--- src/rtl/wdt_prescaled.sv ---
module wdt_prescaled #(
  parameter int DW      = 32,
  parameter int AW      = 4,
  parameter int CW      = 16,
  parameter int PW      = 8,
  parameter int SW      = 2,
  parameter int DIV_LOG = 4
) (
  input  logic          clk,
  input  logic          rst_n,
  input  logic          bus_valid,
  input  logic          bus_write,
  input  logic [AW-1:0] bus_addr,
  input  logic [DW-1:0] bus_wdata,
  output logic [DW-1:0] bus_rdata,
  output logic          irq_o,
  output logic          rst_req_o
);

  localparam int DIVW   = DIV_LOG + (1 << SW) - 1;
  localparam int B_RST  = 0;
  localparam int B_IRQ  = 2;
  localparam int B_SEL  = 3;
  localparam int B_RUN  = 5;
  localparam int B_PRE  = 8;
  localparam logic [1:0] A_CTL = 2'd0;
  localparam logic [1:0] A_RLD = 2'd1;
  localparam logic [1:0] A_CNT = 2'd2;
  localparam logic [1:0] A_CLR = 2'd3;

  logic [PW-1:0]   pre_q;
  logic [SW-1:0]   sel_q;
  logic            run_q, irqen_q, rsten_q;
  logic [CW-1:0]   rld_q, cnt_q;
  logic [PW-1:0]   pre_cnt;
  logic [DIVW-1:0] div_cnt, div_last;
  logic            irq_q, rstp_q;

  logic [1:0] idx;
  logic       wr, wr_ctl, wr_rld, wr_cnt, wr_clr;
  logic       pre_hit, tick, expire;

  assign idx    = bus_addr[3:2];
  assign wr     = bus_valid & bus_write;
  assign wr_ctl = wr & (idx == A_CTL);
  assign wr_rld = wr & (idx == A_RLD);
  assign wr_cnt = wr & (idx == A_CNT);
  assign wr_clr = wr & (idx == A_CLR);

  always_comb begin
    div_last = '0;
    for (int i = 0; i < (1 << SW); i++)
      if (sel_q == SW'(i)) div_last = DIVW'((1 << (DIV_LOG + i)) - 1);
  end

  assign pre_hit = run_q & (pre_cnt >= pre_q);
  assign tick    = pre_hit & (div_cnt >= div_last);
  assign expire  = tick & (cnt_q == '0);

  always_ff @(posedge clk or negedge rst_n) begin
    if (!rst_n) begin
      pre_q   <= '0;
      sel_q   <= '0;
      run_q   <= 1'b0;
      irqen_q <= 1'b0;
      rsten_q <= 1'b0;
    end else if (wr_ctl) begin
      pre_q   <= bus_wdata[B_PRE +: PW];
      sel_q   <= bus_wdata[B_SEL +: SW];
      run_q   <= bus_wdata[B_RUN];
      irqen_q <= bus_wdata[B_IRQ];
      rsten_q <= bus_wdata[B_RST];
    end
  end

  always_ff @(posedge clk or negedge rst_n) begin
    if (!rst_n) begin
      pre_cnt <= '0;
      div_cnt <= '0;
    end else if (!run_q) begin
      pre_cnt <= '0;
      div_cnt <= '0;
    end else if (pre_hit) begin
      pre_cnt <= '0;
      div_cnt <= tick ? '0 : div_cnt + 1'b1;
    end else begin
      pre_cnt <= pre_cnt + 1'b1;
    end
  end

  always_ff @(posedge clk or negedge rst_n) begin
    if (!rst_n) begin
      rld_q <= '1;
      cnt_q <= '1;
    end else begin
      if (wr_rld) rld_q <= bus_wdata[CW-1:0];
      if (wr_cnt)      cnt_q <= bus_wdata[CW-1:0];
      else if (expire) cnt_q <= rld_q;
      else if (tick)   cnt_q <= cnt_q - 1'b1;
    end
  end

  always_ff @(posedge clk or negedge rst_n) begin
    if (!rst_n) begin
      irq_q  <= 1'b0;
      rstp_q <= 1'b0;
    end else begin
      rstp_q <= expire & rsten_q;
      if (expire & irqen_q) irq_q <= 1'b1;
      else if (wr_clr)      irq_q <= 1'b0;
    end
  end

  assign irq_o     = irq_q;
  assign rst_req_o = rstp_q;

  always_comb begin
    bus_rdata = '0;
    case (idx)
      A_CTL: begin
        bus_rdata[B_PRE +: PW] = pre_q;
        bus_rdata[B_SEL +: SW] = sel_q;
        bus_rdata[B_RUN]       = run_q;
        bus_rdata[B_IRQ]       = irqen_q;
        bus_rdata[B_RST]       = rsten_q;
      end
      A_RLD:   bus_rdata[CW-1:0] = rld_q;
      A_CNT:   bus_rdata[CW-1:0] = cnt_q;
      default: bus_rdata = '0;
    endcase
  end

  p_halt_r5: assert property (@(posedge clk) disable iff (!rst_n)
    (!run_q && !wr_cnt) |=> $stable(cnt_q));

  p_keepalive_r6: assert property (@(posedge clk) disable iff (!rst_n)
    wr_cnt |=> (cnt_q == $past(bus_wdata[CW-1:0])));

  p_step_r4: assert property (@(posedge clk) disable iff (!rst_n)
    (!wr_cnt && cnt_q != '0) |=> (cnt_q == $past(cnt_q) || cnt_q == $past(cnt_q) - 1'b1));

  p_irq_hold_r7: assert property (@(posedge clk) disable iff (!rst_n)
    (irq_o && !wr_clr) |=> irq_o);

  p_irq_cause_r7: assert property (@(posedge clk) disable iff (!rst_n)
    $rose(irq_o) |-> $past(irqen_q));

  p_rst_single_r9: assert property (@(posedge clk) disable iff (!rst_n)
    rst_req_o |=> !rst_req_o);

  p_rst_cause_r9: assert property (@(posedge clk) disable iff (!rst_n)
    rst_req_o |-> $past(rsten_q));

  p_clr_r8: assert property (@(posedge clk) disable iff (!rst_n)
    (wr_clr && !run_q) |=> !irq_o);

endmodule

--- config.mk ---
export PLATFORM = sky130hd
export DESIGN_NAME = wdt_prescaled
export DESIGN_NICKNAME = d
export VERILOG_FILES = /design/src/rtl/wdt_prescaled.sv
export SDC_FILE = /design/constraint.sdc
export NUM_CORES = 1
export LEC_CHECK = 0
export ABC_CLOCK_PERIOD_IN_PS = 2500
export BUFFER_PORTS_ARGS = -buffer_cell sky130_fd_sc_hd__buf_2
export CORE_UTILIZATION = 56
export DETAILED_ROUTE_END_ITERATION = 16
export PLACE_DENSITY = 0.82
export RECOVER_POWER = 25
export SYNTH_ARGS = -nofsm -noshare
export SYNTH_HDL_FRONTEND = slang
export SYNTH_SLANG_ARGS = --single-unit
--- constraint.sdc ---
create_clock -name clk -period 2.5 [get_ports clk]
set_input_delay 0.125 -clock clk [delete_from_list [all_inputs] [get_ports clk]]
set_output_delay 0.125 -clock clk [all_outputs]
set_load 0.01 [all_outputs]
==> flow_summary.yaml <==
outcome:
  status: "finished clean"
cells_and_area:
  fin_nets: 499
  areaGrowthSynthToFinish_pct: 11.8
  fillers: 572
  postLayoutCellArea_um2: 4380
  utilization: 0.645
  diodes: 0
  final_layout_size_suffix_gt1_frac: 0.322
setup_path:
  critPathMaxStageDelay_ns: 0.44
  reg2reg_from: "pre_cnt[5]$_DFF_PN0_"
  worstPathArrival_ns: 2.53
  rr_worst_depth: 8
  cp_slowest_cell: "or3b_1"
  regToRegSetupSlack_ns: 0.22
  crit_chain: "ha_1, nand2_1, nor3_1, a21oi_2, or3b_1, buf_12, a2111oi_2, o21ai_0"
  path_max_fanout: 11
  path_class: "register to register"
  regToRegEndpoint: "cnt_q[15]$_DFFE_PN1P_"
  setup.worst_path.start_class: "register"
  cp-end-kind: "register"
  cp.required_ns: 2.75
yosys:
  ys_seq_area_frac: 0.406
  avgSynthCellArea_um2: 9.97
  synthFlopType: "dfstp_2"
  synthArstFlopShare: 1.00
  syn_area_um2: 3920
  synth-edff-count: 0
  yosysUniqueCellTypes: 55
  ys_seq_elements: 62
  synth_cells: 393
  yosysWarningCount: 0
placed_design:
  io_buffers: 39
  place_congestion: 0.860
  dp_hpwl_um: 6100
  place_area_um2: 4190
clock_network:
  clk_pin_slew_ns: 0.07
  post-cts-setup-buffer-count: 0
  numCtsBuffers: 9
  cts_tree: "built"
  h-tree-depth: 3
  clk_latency_ns: 0.34
  cts_root_buf: "clkbuf_8"
  cts_num_sinks: 62
  clockBufferDepth: 2
power:
  total_power_mw: 2.88
  power_leakage_nw: 1.97
  power_density_nw_per_um2: 657
  ir_worst_vdd_mv: 0.393
sta:
  tightest_slew_ns: 1.26
  setup_viol: 0
  post-route-period-util: 0.911
  fmax_ghz: 0.439
  hold_violations: 0
  fin_hold_ws_ns: 0.0200
  slew_headroom: 0.158
  setup_tns_ns: 0
  skew_ns: 0.00891
  report.final.slew_viol_count: 0
  fin_crit_ns: 2.28
global_route:
  met1_usage: 0.339
  overflow: 0
  antenna_found_initial: 0
  grt_max_degree: 25
  met2_usage: 0.413
  grt_util_met3: 0.0568
  grt_pass1_wl_um: 14400
  grt_pass1_vias: 3000
  grt.busiest_layer: "met2"
  grtUsageTotal: 0.257
hold_path:
  hp-class: "input port to register"
  min_to: "cnt_q[13]$_DFFE_PN1P_"
  min_from: "bus_wdata[13]"
  min_path_cells: 3
drt:
  wire_per_inst_um: 16.2
  via_per_inst: 5.85
  dr_total_vias: 3158
  postRouteAntennaNets: 0
  drt_iter0_markers: 264
  wirelength_um: 8740
  dr.pass1.iters: 5
  drc: 0
die:
  ios: 74
  fp.dieH_um: 85.7
  die_area_um2: 7340
  rows: 30
  core_um2: 6790
  start_util: 0.577
  die_x_um: 85.7
flow_run:
  cap_viol_max_count: 0
[worst max-delay path: cells and delay by family, from the launching register on]
| family | cells | cell delay [ns] |
|---|---|---|
| and+or+nand+nor | 3 | 0.71 |
| DFF | 1 | 0.42 |
| adders and majority gates | 1 | 0.32 |
| buffers and inverters | 1 | 0.16 |
| AOI/OAI and AO/OA | 3 | 0.57 |
[through the flow]
stage	cells	setup slack (ns)
5_1_grt	540	-0.0677
3_5_place_dp	521	0.0948
4_1_cts	540	0.0746
6_report	540	0.222
2_1_floorplan	408	0.475
3_3_place_gp	521	0.170
[flip-flops by register name (all words and copies together) (netlist names)]
register,count
irq_o,1
rld_q,16
div_cnt,7
irqen_q,1
rsten_q,1
rst_req_o,1
cnt_q,16
sel_q,2
pre_cnt,8
run_q,1
pre_q,8
[synth_stat cells (all sizes together) (6+ instances only)]
cell	number	area, um^2
nor3	7	45.0
ha	20	250
mux2	31	349
clkbuf	11	41.3
a21oi	18	90.1
o21ai	17	85.1
dfstp	32	841
o211ai	6	75.1
xor2	9	78.8
a222oi	13	130
and3	9	56.3
nand3	20	100
buf	26	203
nor2	38	143
inv	16	60.1
xnor2	8	70.1
nor3b	6	45.0
dfrtp	30	751
nand2	29	111
[area by class of cell]
cell class | count | area, um^2 | share of cell area
tap | 96 | 120 | 0.0274
clock buffer | 14 | 153 | 0.0348
sequential | 62 | 1590 | 0.363
inverter | 16 | 60.1 | 0.0137
timing repair buffer | 57 | 354 | 0.0808
multi-input combinational | 293 | 2090 | 0.478
clock inverter | 2 | 10.0 | 0.00228
[cells by family (layout without fill, tap and decap cells)]
group | after synthesis | in the layout | share of synthesized area
AO/OA/AOI/OAI | 78 | 78 | 0.148
XOR/XNOR | 17 | 17 | 0.0380
adder cells (fa/ha/maj) | 20 | 20 | 0.0639
buffers and inverters | 53 | 89 | 0.0776
flip-flops | 62 | 62 | 0.406
multiplexers | 34 | 34 | 0.0967
other | 1 | 16 | 0.000957
AND/OR/NAND/NOR | 128 | 128 | 0.169
[routing by layer]
layer	share of wire	up-vias	wire, um
met5	0	-	0
met4	0.019	0	167
met3	0.056	16	493
met2	0.48	108	4150
met1	0.45	1557	3920
li1	-	1477	-
[timing repair]
item / CTS / global route
endpoints found under the hold margin: 22 / 0
gates resized for setup: 0 / 3
hold buffers: 3 / 0
setup endpoints to repair: 0 / 20
[cell usage in the layout (no fill, tap or decap), types with 3 or more instances in the layout]
cell type and count:
clkbuf_1 7, xor2_1 9, dfstp_2 32, ha_1 20, nand3_1 20, nor2b_1 4, conb_1 16, nor3_1 5
nand4_1 3, a222oi_1 13, a22oi_1 4, buf_4 11, nor3b_1 5, a21o_1 4, xnor2_1 8, and3_1 9
o21ai_1 4, nand3b_1 3, clkbuf_8 10, o211ai_2 6, dfrtp_1 30, a21oi_1 17, inv_1 16, nor2_1 38
buf_2 36, mux2_2 29, nand2_1 28, mux2i_1 3, o21ai_0 13, dlygate4sd3_1 3
[how the worst max path moves through the flow]
stage / from / end / slack (ns) / depth (start not counted)
2_1_floorplan: pre_cnt[2]$_DFF_PN0_ / div_cnt[4]$_DFFE_PN0P_ / 0.47 / 7
4_1_cts: pre_cnt[5]$_DFF_PN0_ / cnt_q[15]$_DFFE_PN1P_ / 0.07 / 8
3_5_place_dp: pre_cnt[5]$_DFF_PN0_ / cnt_q[15]$_DFFE_PN1P_ / 0.09 / 8
5_1_grt: pre_q[2]$_DFFE_PN0P_ / div_cnt[4]$_DFFE_PN0P_ / -0.07 / 8
6_report: pre_cnt[5]$_DFF_PN0_ / cnt_q[15]$_DFFE_PN1P_ / 0.22 / 8
3_3_place_gp: pre_q[2]$_DFFE_PN0P_ / div_cnt[4]$_DFFE_PN0P_ / 0.17 / 8
[where the power goes]
group,switching [mW],total [mW],internal [mW]
logic,0.336,0.654,0.319
registers,0.208,1.46,1.25
clock network,0.381,0.767,0.385
total,0.925,2.88,1.96
No activity file was read; power rests on OpenSTA's default activity.
